`src/rtl/sram_burst_pkg.sv`:
```
package sram_burst_pkg;
  typedef enum logic {ORDER_LINEAR = 1'b0, ORDER_INTERLEAVE = 1'b1} burst_order_e;

  function automatic logic [1:0] burst_offset(input logic [1:0] start,
                                              input logic [1:0] cnt,
                                              input logic       order);
    return (order == ORDER_INTERLEAVE) ? (start ^ cnt) : (start + cnt);
  endfunction
endpackage

```
`src/rtl/sram_wr_decode.sv`:
```
module sram_wr_decode #(
  parameter int NUM_LANES = 2
) (
  input  logic                 gw_ni,
  input  logic                 bw_en_ni,
  input  logic [NUM_LANES-1:0] lane_we_ni,
  output logic [NUM_LANES-1:0] lane_wr_o
);
  for (genvar l = 0; l < NUM_LANES; l++) begin : g_lane
    assign lane_wr_o[l] = !gw_ni || (!bw_en_ni && !lane_we_ni[l]);
  end


  always_comb begin
    if (gw_ni == 1'b0) gw_all_chk: assert (&lane_wr_o);
  end
endmodule

```
`src/rtl/sram_burst_ctr.sv`:
```
module sram_burst_ctr #(
  parameter int ADDR_W = 6
) (
  input  logic              clk_i,
  input  logic              rst_ni,
  input  logic              load_i,
  input  logic              step_i,
  input  logic              order_i,
  input  logic [ADDR_W-1:0] addr_i,
  output logic [ADDR_W-1:0] addr_o,
  output logic [ADDR_W-1:0] nxt_addr_o
);
  import sram_burst_pkg::*;
  localparam int HI_W = ADDR_W - 2;

  logic [HI_W-1:0] hi_q;
  logic [1:0]      start_q, cnt_q, cnt_inc;

  assign cnt_inc = cnt_q + 2'd1;
  assign addr_o  = {hi_q, burst_offset(start_q, cnt_q, order_i)};

  always_comb begin
    if (load_i)      nxt_addr_o = addr_i;
    else if (step_i) nxt_addr_o = {hi_q, burst_offset(start_q, cnt_inc, order_i)};
    else             nxt_addr_o = addr_o;
  end

  always_ff @(posedge clk_i or negedge rst_ni) begin
    if (!rst_ni) begin
      hi_q    <= '0;
      start_q <= '0;
      cnt_q   <= '0;
    end else if (load_i) begin
      hi_q    <= addr_i[ADDR_W-1:2];
      start_q <= addr_i[1:0];
      cnt_q   <= '0;
    end else if (step_i) begin
      cnt_q   <= cnt_inc;
    end
  end


  hold_chk: assert property (@(posedge clk_i) disable iff (!rst_ni)
    (!load_i && !step_i) |=> (cnt_q == $past(cnt_q)) && $stable(hi_q));

  step_chk: assert property (@(posedge clk_i) disable iff (!rst_ni)
    (!load_i && step_i) |=> (cnt_q == $past(cnt_q) + 2'd1) && $stable(hi_q));
endmodule

```
`src/rtl/sram_array.sv`:
```
module sram_array #(
  parameter int ADDR_W    = 6,
  parameter int NUM_LANES = 2,
  parameter int LANE_W    = 9
) (
  input  logic                        clk_i,
  input  logic [NUM_LANES-1:0]        we_i,
  input  logic [ADDR_W-1:0]           waddr_i,
  input  logic [NUM_LANES*LANE_W-1:0] wdata_i,
  input  logic [ADDR_W-1:0]           raddr_i,
  output logic [NUM_LANES*LANE_W-1:0] rdata_o
);
  localparam int DEPTH = 1 << ADDR_W;

  for (genvar l = 0; l < NUM_LANES; l++) begin : g_lane
    logic [LANE_W-1:0] mem [DEPTH];
    always_ff @(posedge clk_i) begin
      if (we_i[l]) mem[waddr_i] <= wdata_i[l*LANE_W +: LANE_W];
    end
    assign rdata_o[l*LANE_W +: LANE_W] = mem[raddr_i];
  end
endmodule

```
`src/rtl/flowthru_burst_sram.sv`:
```
module flowthru_burst_sram #(
  parameter int ADDR_W    = 6,
  parameter int NUM_LANES = 2,
  parameter int LANE_W    = 9
) (
  input  logic                        clk_i,
  input  logic                        rst_ni,
  input  logic [ADDR_W-1:0]           addr_i,
  input  logic                        proc_stb_ni,
  input  logic                        ctrl_stb_ni,
  input  logic                        adv_ni,
  input  logic                        ce_main_ni,
  input  logic                        ce_hi_i,
  input  logic                        ce_lo_ni,
  input  logic                        gw_ni,
  input  logic                        bw_en_ni,
  input  logic [NUM_LANES-1:0]        lane_we_ni,
  input  logic                        oe_ni,
  input  logic                        order_sel_i,
  input  logic                        sleep_i,
  input  logic [NUM_LANES*LANE_W-1:0] wdata_i,
  output logic [NUM_LANES*LANE_W-1:0] rdata_o,
  output logic                        rdata_oe_o
);
  localparam int WORD_W = NUM_LANES * LANE_W;

  logic ce_ok, proc_hit, ctrl_hit, start, start_ok, deselect, cont, step;
  logic active_q, wr_q;
  logic [NUM_LANES-1:0] lane_wr, wr_lanes;
  logic [ADDR_W-1:0]    addr_q, nxt_addr;
  logic [WORD_W-1:0]    arr_rdata;

  assign ce_ok    = !ce_main_ni && ce_hi_i && !ce_lo_ni;
  assign proc_hit = !proc_stb_ni && !ce_main_ni;   // master enable blocks this strobe
  assign ctrl_hit = !ctrl_stb_ni && !proc_hit;
  assign start    = proc_hit || ctrl_hit;
  assign start_ok = start && ce_ok && !sleep_i;
  assign deselect = start && !ce_ok && !sleep_i;
  assign cont     = !start && active_q && !sleep_i;
  assign step     = cont && !adv_ni && proc_stb_ni && ctrl_stb_ni;

  sram_wr_decode #(.NUM_LANES(NUM_LANES)) u_dec (
    .gw_ni      (gw_ni),
    .bw_en_ni   (bw_en_ni),
    .lane_we_ni (lane_we_ni),
    .lane_wr_o  (lane_wr)
  );

  // writes sampled on controller starts and burst continuation only
  assign wr_lanes = ((ctrl_hit && start_ok) || cont) ? lane_wr : '0;

  sram_burst_ctr #(.ADDR_W(ADDR_W)) u_ctr (
    .clk_i      (clk_i),
    .rst_ni     (rst_ni),
    .load_i     (start_ok),
    .step_i     (step),
    .order_i    (order_sel_i),
    .addr_i     (addr_i),
    .addr_o     (addr_q),
    .nxt_addr_o (nxt_addr)
  );

  sram_array #(.ADDR_W(ADDR_W), .NUM_LANES(NUM_LANES), .LANE_W(LANE_W)) u_arr (
    .clk_i   (clk_i),
    .we_i    (wr_lanes),
    .waddr_i (nxt_addr),
    .wdata_i (wdata_i),
    .raddr_i (addr_q),
    .rdata_o (arr_rdata)
  );

  always_ff @(posedge clk_i or negedge rst_ni) begin
    if (!rst_ni) begin
      active_q <= 1'b0;
      wr_q     <= 1'b0;
    end else if (sleep_i || deselect) begin
      active_q <= 1'b0;
      wr_q     <= 1'b0;
    end else if (start_ok || cont) begin
      active_q <= 1'b1;
      wr_q     <= |wr_lanes;
    end
  end

  assign rdata_o    = arr_rdata;
  assign rdata_oe_o = active_q && !wr_q && !oe_ni && !sleep_i;


  proc_load_chk: assert property (@(posedge clk_i) disable iff (!rst_ni)
    (proc_hit && ce_ok && !sleep_i) |=> (addr_q == $past(addr_i)));

  wr_blank_chk: assert property (@(posedge clk_i) disable iff (!rst_ni)
    (|wr_lanes) |=> !rdata_oe_o);

  desel_chk: assert property (@(posedge clk_i) disable iff (!rst_ni)
    deselect |=> !rdata_oe_o && !active_q);

  sleep_chk: assert property (@(posedge clk_i) disable iff (!rst_ni)
    sleep_i |=> !active_q && $stable(addr_q));

  proc_nowr_chk: assert property (@(posedge clk_i) disable iff (!rst_ni)
    (proc_hit && !sleep_i) |-> (wr_lanes == '0));
endmodule

```
`config.mk`:
```
export PLATFORM = sky130hd
export DESIGN_NAME = flowthru_burst_sram
export DESIGN_NICKNAME = d
export VERILOG_FILES = /design/src/rtl/sram_burst_pkg.sv /design/src/rtl/sram_wr_decode.sv /design/src/rtl/sram_burst_ctr.sv /design/src/rtl/sram_array.sv /design/src/rtl/flowthru_burst_sram.sv
export SDC_FILE = /design/constraint.sdc
export NUM_CORES = 1
export LEC_CHECK = 0
export BUFFER_PORTS_ARGS = -buffer_cell sky130_fd_sc_hd__buf_2
export CAP_MARGIN = 20
export CORE_UTILIZATION = 30
export DETAILED_ROUTE_END_ITERATION = 10
export PLACE_DENSITY = 0.42
export SLEW_MARGIN = 25
export SYNTH_ARGS = -nofsm -noshare
export SYNTH_HDL_FRONTEND = slang
export SYNTH_SLANG_ARGS = --single-unit
```
`constraint.sdc`:
```
create_clock -name clk_i -period 3.5 [get_ports clk_i]
set_input_delay 0.35 -clock clk_i [delete_from_list [all_inputs] [get_ports clk_i]]
set_output_delay 0.35 -clock clk_i [all_outputs]
set_load 0.03 [all_outputs]
```
==> results.md, run 1 <==
- The flow ran to the end, but the final reports show violations.
- The checks that failed: negative setup slack.
- TritonCTS built the clock tree.
- The H-tree was split into 4 levels.
- The root buffer cell chosen for the clock tree is sky130_fd_sc_hd__clkbuf_16.
- The leakage dissipation is 19.39 nW.
- Data arrives at the worst endpoint at 3670 ps.
- The routed via count divided by cell count is 5.133.
- The worst-margin pin slew is 1022 ps.
- The library cell with the largest summed area after synthesis is sky130_fd_sc_hd__edfxtp_1.
- The maximum number of pins on one net before global-route repair is 83.
- The critical path capture point type is a primary output.
- The worst register-to-register path begins at u_ctr.cnt_q[0].
- The clock passes through at most 3 buffers.
- The endpoint required time on the critical path is 3150 ps.
- The total number of placement rows is 143.
- The number of antenna violations at the first check in global routing is 6.
- After synthesis, the cell types taking the most area are sky130_fd_sc_hd__edfxtp_1, sky130_fd_sc_hd__mux4_2, sky130_fd_sc_hd__nand2_1, sky130_fd_sc_hd__mux2i_1, sky130_fd_sc_hd__o221ai_1.
- The cell repeated most along the worst path is sky130_fd_sc_hd__buf_12.
- The worst flop-to-flop path endpoint is u_arr.g_lane[1].mem[22][6].
- The worst-case IR drop observed on VDD is 515.9 uV.
- The DRC marker count from the first detailed-route iteration is 2329.
- The cell depth of the worst flop-to-flop path is 11.
- For this run, design rule violations remaining after detail routing come to 0.
- The wire-length estimate of the detail-placed layout is 93.11 mm.
- In this run the most critical hold path is launched from addr_i[0].
- The die area is 154800 sq um.
- The class of the worst hold path is primary input to flip-flop.
- Clock latency on the worst-skew pair, taken at its later pin, is 770 ps.
- For this configuration, the core starts out at a cell density of 0.3023.
- The die span in y is 393.4 um.
- The total global routing overflow is 0.
- The most common flop cell mapped by yosys is sky130_fd_sc_hd__edfxtp_1.
- The worst setup skew after layout is 27.77 ps.
- The count of TritonRoute iterations in the first routing pass is 5.
- The share of the core filled with cells is 0.3856.
- Counting distinct cell types in the post-synthesis netlist gives 57.
- The post-detailed-route wirelength per cell is 28.07 um.
- In the final layout, flip-flops and latches occupy 34850 sq um.
- Across the run, the number of max-cap violations was 0.
- Hold is met by 31.08 ps.
- The share of flip-flops with an asynchronous set or reset is 0.008606.
- Clock tree synthesis inserted a total of 132 buffers.
- The largest fanout on the critical path is 18.
- The critical path's slowest cell is sky130_fd_sc_hd__mux4_2.
- The average instance in the mapped netlist occupies 16.67 sq um.
- The total number of nets in the final design is 3297.
- The die is 393.4 um wide.
- Counting flops and latches in the post-synthesis netlist gives 1162.
- The count of endpoints failing hold in the final timing report came to 0.
- Traced cell by cell, the critical path runs through buf_4, ha_4, nand2b_4, xnor2_4, buf_12, buf_12, buf_12, mux4_2, o21ai_2, o21ai_2, buf_4, o22a_1, buf_6.
- Summing every instance area after synthesis gives 45970 sq um.
- The tree built by TritonCTS fans out to 1162 sinks.
- Wires add up to 151.3 mm.
- The region available for standard cell placement spans 152100 sq um.
- Setup slack on the critical path of the routed design comes to -520.0 ps.
- The worst hold path terminates at u_ctr.start_q[0].
- The area growth from synthesis to layout is 27.56%.
- The post-synthesis cell count is 2757.
- The cell count of the worst hold path is 4.
- The worst path in the final design needs a cycle of 4020 ps, including I/O delays and setup.
- Of the cells placed in the final design, the portion with a size suffix greater than 1 is 0.3101.
- After filler insertion, the fill cell instance count of the layout stands at 14.12k.
- The multi-input gate area in the final layout is 11560 sq um.
- Grouping stages by cell kind, the critical path spends the most delay in buffers and inverters.
- The count of warnings emitted by yosys is 0.
- The net count of the mapped netlist is 2798.
- The worst pin sits at a relative slew slack of 0.3163.
- Of the post-synthesis cell area, the dominant cell type holds 0.7525.
- The buffer and inverter count on the worst path is 6.
- Summing over every cut layer, the via total after detailed routing is 27.66k.
- The final count of pins violating max slew is 0.
- The number of setup violations in the final report is 18.
- STA classifies the critical path startpoint as a flip-flop.
- 58 I/O pins were placed.
- In this run the tool buffered the top-level ports with 57 buffer cells.
- The routability-driven placement congestion ratio is 0.8136.
- For this run, the slowest stage of the critical path takes 590 ps.
- The setup slack on the worst flop-to-flop path is 260 ps.
- The portion of the post-synthesis area used by sequential elements is 0.7580.
- The number of routed nets with antenna violations is 0.
- The worst setup path category is flip-flop to primary output.
- Dividing the final minimum period by the clock period gives 1.149.
- The maximum clock frequency is 248.8 MHz.
- The count of flip-flops with a built-in enable after synthesis is 1152.
- After clock tree synthesis, the clock-pin slew on the worst setup and hold paths is 60 ps.
- The via count of the first global-routing pass was 28.25k.
- Setup repair after global routing could not meet its margin everywhere.
- Power spread over the standard cell area amounts to 650.0 nW/um^2.
- The total number of cells along the worst setup path is 13.
- For this run, the total global-route usage over all layers was measured as 0.1930.
- The first-pass GRT wire length is 213.6 mm.
through the flow:
stage / area (sq um) / worst slack (ps) / setup TNS [ps] / power [mW] / cells
5_1_grt: 58640 / -598.8 / -10110 / 39.34 / 5387
6_report: 58640 / -520.0 / -8402 / 38.12 / 5389
3_3_place_gp: 51360 / -200.5 / -3853 / 22.85 / 5049
4_1_cts: 57680 / -581.8 / -9551 / 37.91 / 5352
2_1_floorplan: 45970 / 174.9 / 0 / 19.30 / 2757
3_5_place_dp: 51380 / -204.1 / -5788 / 22.87 / 5049
cells in the mapped netlist (all sizes together) (7+ instances only):
| cell | number |
|---|---|
| a211oi | 21 |
| a21oi | 77 |
| a221oi | 42 |
| a31oi | 26 |
| a32oi | 26 |
| buf | 79 |
| clkbuf | 94 |
| dfrtp | 10 |
| edfxtp | 1152 |
| mux2 | 11 |
| mux2i | 96 |
| mux4 | 127 |
| nand2 | 414 |
| nand3 | 81 |
| nand3b | 37 |
| nand4 | 8 |
| nor2 | 158 |
| o211ai | 7 |
| o21a | 12 |
| o21ai | 62 |
| o221ai | 84 |
| o22ai | 42 |
| o41ai | 12 |
| or3 | 10 |
sequential cells by signal, summed over array words and instances, names as in the netlist:
signal,cells
wr_q,1
u_arr.g_lane.mem,1152
u_ctr.hi_q,4
active_q,1
u_ctr.start_q,2
u_ctr.cnt_q,2
what timing repair did:
action | in CTS | in global routing
hold endpoints to repair | 24 | 0
gates cloned | 20 | 4
endpoints found under the setup margin | 18 | 18
hold buffers | 11 | 0
setup buffers | 38 | 34
pin swaps | 37 | 49
resized for setup | 224 | 116
worst max-delay path by stage:
stage	startpoint	to	slack [ps]
3_5_place_dp	order_sel_i	rdata_o[9]	-200
5_1_grt	u_ctr.start_q[0]	rdata_o[14]	-600
3_3_place_gp	order_sel_i	rdata_o[9]	-200
6_report	u_ctr.cnt_q[0]	rdata_o[13]	-520
2_1_floorplan	u_ctr.cnt_q[0]	rdata_o[17]	170
4_1_cts	u_ctr.start_q[1]	rdata_o[17]	-580
worst min-delay path, delay by kind of cell:
family | cells | cell delay [ps]
buf+inv | 2 | 250
simple gates | 2 | 150
layout by cell type, fill, tap and decap left out, types with 21 or more instances in the layout:
| cell type | Yosys | layout |
|---|---|---|
| sky130_fd_sc_hd__edfxtp_1 | 1152 | 1152 |
| sky130_fd_sc_hd__nand2_1 | 414 | 400 |
| sky130_fd_sc_hd__buf_4 | 1 | 372 |
| sky130_fd_sc_hd__nor2_1 | 158 | 146 |
| sky130_fd_sc_hd__clkbuf_16 | 0 | 143 |
| sky130_fd_sc_hd__mux4_2 | 127 | 127 |
| sky130_fd_sc_hd__mux2i_1 | 96 | 87 |
| sky130_fd_sc_hd__nand3_1 | 81 | 73 |
| sky130_fd_sc_hd__a21oi_1 | 76 | 71 |
| sky130_fd_sc_hd__o221ai_1 | 74 | 63 |
| sky130_fd_sc_hd__buf_12 | 0 | 44 |
| sky130_fd_sc_hd__nand3b_1 | 37 | 37 |
| sky130_fd_sc_hd__o21ai_0 | 62 | 36 |
| sky130_fd_sc_hd__buf_2 | 63 | 35 |
| sky130_fd_sc_hd__buf_6 | 4 | 33 |
| sky130_fd_sc_hd__clkbuf_1 | 94 | 32 |
| sky130_fd_sc_hd__o22ai_1 | 42 | 27 |
| sky130_fd_sc_hd__a221oi_1 | 42 | 26 |
| sky130_fd_sc_hd__clkinv_2 | 0 | 25 |
| sky130_fd_sc_hd__clkinv_1 | 1 | 23 |
| sky130_fd_sc_hd__buf_16 | 0 | 22 |
| sky130_fd_sc_hd__o221ai_2 | 10 | 21 |
power by group:
part           total [mW]  internal [mW]  switching [mW]
clock                13.5           8.03            5.50
combinational        9.23           3.86            5.37
sequential           15.4           15.3          0.0351
logic make-up after synthesis:
| group | count (synthesis) | synth area share |
|---|---|---|
| flops | 1162 | 0.7580 |
| simple gates | 739 | 0.06835 |
| compound gates | 432 | 0.06824 |
| mux | 234 | 0.08582 |
| buf+inv | 180 | 0.01715 |
| xor+xnor | 8 | 0.001933 |
| fa+ha+maj | 2 | 0.0005443 |
area by class of cell:
| type | instances | share of cell area |
|---|---|---|
| Tap cell | 2030 | 0.04331 |
| Clock buffer | 171 | 0.06137 |
| Sequential cell | 1162 | 0.5943 |
| Timing Repair Buffer | 538 | 0.09322 |
| Antenna cell | 2 | 0.00008535 |
| Multi-Input combinational cell | 1415 | 0.1971 |
| Inverter | 7 | 0.0005334 |
| Clock inverter | 64 | 0.01001 |
per-layer routing:
| layer | global-route usage | routed length (um) | part of all wire | vias up |
|---|---|---|---|---|
| li1 | - | - | - | 12030 |
| met1 | 0.2536 | 64360 | 0.43 | 14560 |
| met2 | 0.3270 | 75320 | 0.50 | 871 |
| met3 | 0.03232 | 8167 | 0.054 | 190 |
| met4 | 0.05545 | 3396 | 0.022 | 4 |
| met5 | 0 | 27 | 0.00018 | - |
Power figures use the tool's default switching activity.
==> inputs of run 2 (changes only) <==
--- a/config.mk
+++ b/config.mk
@@ -10,6 +10,8 @@
 export CORE_UTILIZATION = 30
 export DETAILED_ROUTE_END_ITERATION = 10
 export PLACE_DENSITY = 0.42
+export SETUP_SLACK_MARGIN = 0.3
+export SKIP_CTS_REPAIR_TIMING = 1
 export SLEW_MARGIN = 25
 export SYNTH_ARGS = -nofsm -noshare
 export SYNTH_HDL_FRONTEND = slang
==> results.md, run 2 (synthesis results as in run 1) <==
- The worst setup path is of the flip-flop to primary output kind.
- The count of TritonRoute iterations in the first routing pass is 8.
- The worst setup skew after layout is 24.74 ps.
- The core region area is 152100 sq um.
- The sort of element at the start of the critical path is a flip-flop.
- After clock tree synthesis, the clock-pin slew on the worst setup and hold paths is 50 ps.
- The combined global-route utilization of all metal layers is 0.1870.
- The total clock sinks is 1162.
- The routed wire length is 151.7 mm.
- The smallest hold slack is -9.212 ps.
- Along the worst hold path, the cell count comes to 4.
- For this run, the top clock speed supported by timing is 243.9 MHz.
- The post-detailed-route wirelength per cell is 28.10 um.
- Entering global routing, the biggest net connects 63 pins.
- The routed layout has 27.76k vias.
- Of the total power, the share spent switching nets is 0.2950.
- The worst hold path belongs to the class primary input to flip-flop.
- The internal power of the cells totals 26.63 mW.
- Of the total power, registers draw 0.407.
- Traced cell by cell, the critical path runs through buf_4, ha_4, buf_12, buf_12, mux4_2, mux2i_1, o211ai_1, a41oi_2, o211ai_1, buf_4.
- Of the total power, the clock network draws 0.352.
- Counting along the longest clock path gives a buffer depth of 3.
- The count of endpoints failing hold in the final timing report was 1.
- The endpoint required time on the critical path is 3150 ps.
- The worst path arrival time is 3750 ps.
- The largest registers in the layout are u_arr.g_lane.mem x1152, u_ctr.hi_q x4.
- The maximum VDD drop is 481.3 uV.
- Setup repair after global routing could not meet its margin everywhere.
- The critical path capture point type is a primary output.
- The most common library cell in the layout ignoring fill and taps is sky130_fd_sc_hd__edfxtp_1.
- The detailed router finished its first iteration with 2379 violations.
- The number of flip-flops in the largest register is 1152.
- Measured against its own limit, the worst slew margin works out to 0.2812.
- For the final routed database, the setup TNS stands at -9581 ps.
- In this run the remaining antenna-violating nets after routing total 0.
- The minimum setup slack in the final design is -600.8 ps.
- The logic gate share of total power is 0.241.
- The run finished, with violations left.
- The source of the worst register-to-register timing path is u_ctr.hi_q[2].
- Timing analysis after detailed placement gives a worst setup slack of -388.6 ps.
- For this run the aggregate overflow at the end of global routing stands at 0.
- The cell count after placement is 5089.
- For hold timing, the worst endpoint is wr_q.
- The total chip power is 37.77 mW.
- The worst min-delay path startpoint is gw_ni.
- Summed over all nets, the half-perimeter wirelength after detailed placement is 96.74 mm.
- In the final layout, the share of cells above drive strength 1 is 0.2990.
- The first-pass GRT wire length is 208.7 mm.
- The number of setup violations in the final report is 18.
- At the later pin of the worst-skew pair, clock insertion delay measures 790 ps.
- On the worst path, the slowest cell contributes a delay of 510 ps.
- The die area is 154800 sq um.
- The level count of the clock H-tree is 4.
- The worst-margin pin slew is 1069 ps.
- Buffers inserted during clock tree synthesis total 134.
- The total number of placement rows is 143.
- The non-filler instance count after layout is 5398.
- The remaining design rule violation count is 0.
- The root buffer selected by CTS is sky130_fd_sc_hd__clkbuf_16.
- The routability-driven placement congestion ratio is 0.7938.
- After filler insertion, the fill cell instance count of the layout stands at 14.18k.
- The routed via count divided by cell count is 5.143.
- The checks that failed: negative hold slack, negative setup slack.
- In this run the power density over the cells is 648.6 nW/um^2.
- The endpoint identified for the worst register-to-register timing path is u_arr.g_lane[0].mem[57][2].
- The horizontal extent of the die is 393.4 um.
- In the layout the commonest cells are sky130_fd_sc_hd__edfxtp_1, sky130_fd_sc_hd__nand2_1, sky130_fd_sc_hd__buf_4, sky130_fd_sc_hd__clkbuf_16, sky130_fd_sc_hd__nor2_1.
- The number of maximum-capacitance violations is 0.
- u_arr.g_lane.mem holds more flip-flops than any other register.
- The via count of the first global-routing pass is 27.98k.
- The area growth from synthesis to layout is 26.68%.
- The net count of the finished layout is 3306.
- The cell depth of the worst flop-to-flop path is 6.
- During I/O placement, the number of pins put on the boundary was 58.
- The number of buffer cells added on primary ports is 57.
- In the finished design, the share of the clock period the worst path needs comes to 1.172.
- For this design, the slowest cell found on the critical path is sky130_fd_sc_hd__mux4_2.
- The share of the core filled with cells is 0.3829.
- The largest fanout on the critical path is 10.
- TritonCTS built the clock tree.
- From bottom edge to top edge, the die measures 393.4 um.
- Summed over all cells, the static leakage comes to 19.23 nW.
- The setup slack on the worst flop-to-flop path is 300 ps.
- The shortest period the worst path allows is 4101 ps.
- The number of antenna violations at the first check in global routing came to 7.
- The net switching power is 11.14 mW.
- The final count of pins violating max slew is 0.
- The initial utilization of the core area, before any placement, comes to 0.3023.
-- run 2: cell types whose count changed in the layout (fill, tap and decap cells not counted), moves of 7 or more --
cell,before,now
sky130_fd_sc_hd__buf_12,44,53
sky130_fd_sc_hd__buf_16,22,11
sky130_fd_sc_hd__bufbuf_16,10,0
sky130_fd_sc_hd__clkbuf_16,143,151
sky130_fd_sc_hd__clkinv_2,25,18
sky130_fd_sc_hd__mux2i_1,87,95
sky130_fd_sc_hd__mux2i_4,8,1
sky130_fd_sc_hd__nand2_1,400,408
sky130_fd_sc_hd__nand2_2,12,4
sky130_fd_sc_hd__o21ai_2,14,5
-- run 2: final cells by class --
type / count / area [sq um] / share of cell area
clock buffer: 164 / 3466 / 0.05951
antenna: 7 / 17.52 / 0.0003008
multi-input combinational: 1415 / 11330 / 0.1945
clock inverter: 68 / 648.1 / 0.01113
timing repair buffer: 545 / 5354 / 0.09194
tap: 2030 / 2540 / 0.04362
inverter: 7 / 28.78 / 0.0004942
sequential: 1162 / 34850 / 0.5985
-- run 2: metrics by stage --
| stage | hold WS (ps) | cell area (sq um) |
|---|---|---|
| finish | -9.212 | 58230 |
| CTS | -538.9 | 56060 |
| floorplan | 54.41 | 46050 |
| global placement | 303.4 | 51920 |
| detailed placement | 308.9 | 51950 |
| global route | 16.71 | 58220 |
-- run 2: metal layers --
layer / global-route usage / vias up / wire length, um
met5: 0 / - / 13
met4: 0.05790 / 2 / 4807
met3: 0.02620 / 213 / 8494
met2: 0.3064 / 909 / 72510
met1: 0.2566 / 14610 / 65880
li1: - / 12030 / -
-- run 2: worst max-delay path by stage --
stage	cells after the start	to	start
global placement	13	rdata_o[11]	order_sel_i
CTS	12	rdata_o[11]	u_ctr.cnt_q[1]
finish	10	rdata_o[8]	u_ctr.start_q[0]
floorplan	11	rdata_o[17]	u_ctr.cnt_q[0]
global route	13	rdata_o[17]	u_ctr.start_q[1]
detailed placement	13	rdata_o[11]	order_sel_i
-- run 2: worst max-delay path, delay by kind of cell, from the launching register on --
family	cells	cell delay [ps]
DFF	1	380
buffers and inverters	4	730
muxes	2	680
AOI/OAI and AO/OA	3	880
adders and majority gates	1	290
-- run 2: power groups by stage --
| stage | Combinational (mW) | Sequential [mW] | Clock (mW) |
|---|---|---|---|
| floorplan | 3.75 | 15.6 | 0 |
| global placement | 7.66 | 15.6 | 0 |
| detailed placement | 7.69 | 15.6 | 0 |
| CTS | 7.71 | 15.4 | 13.6 |
| global route | 9.52 | 15.4 | 14.1 |
| finish | 9.10 | 15.4 | 13.3 |
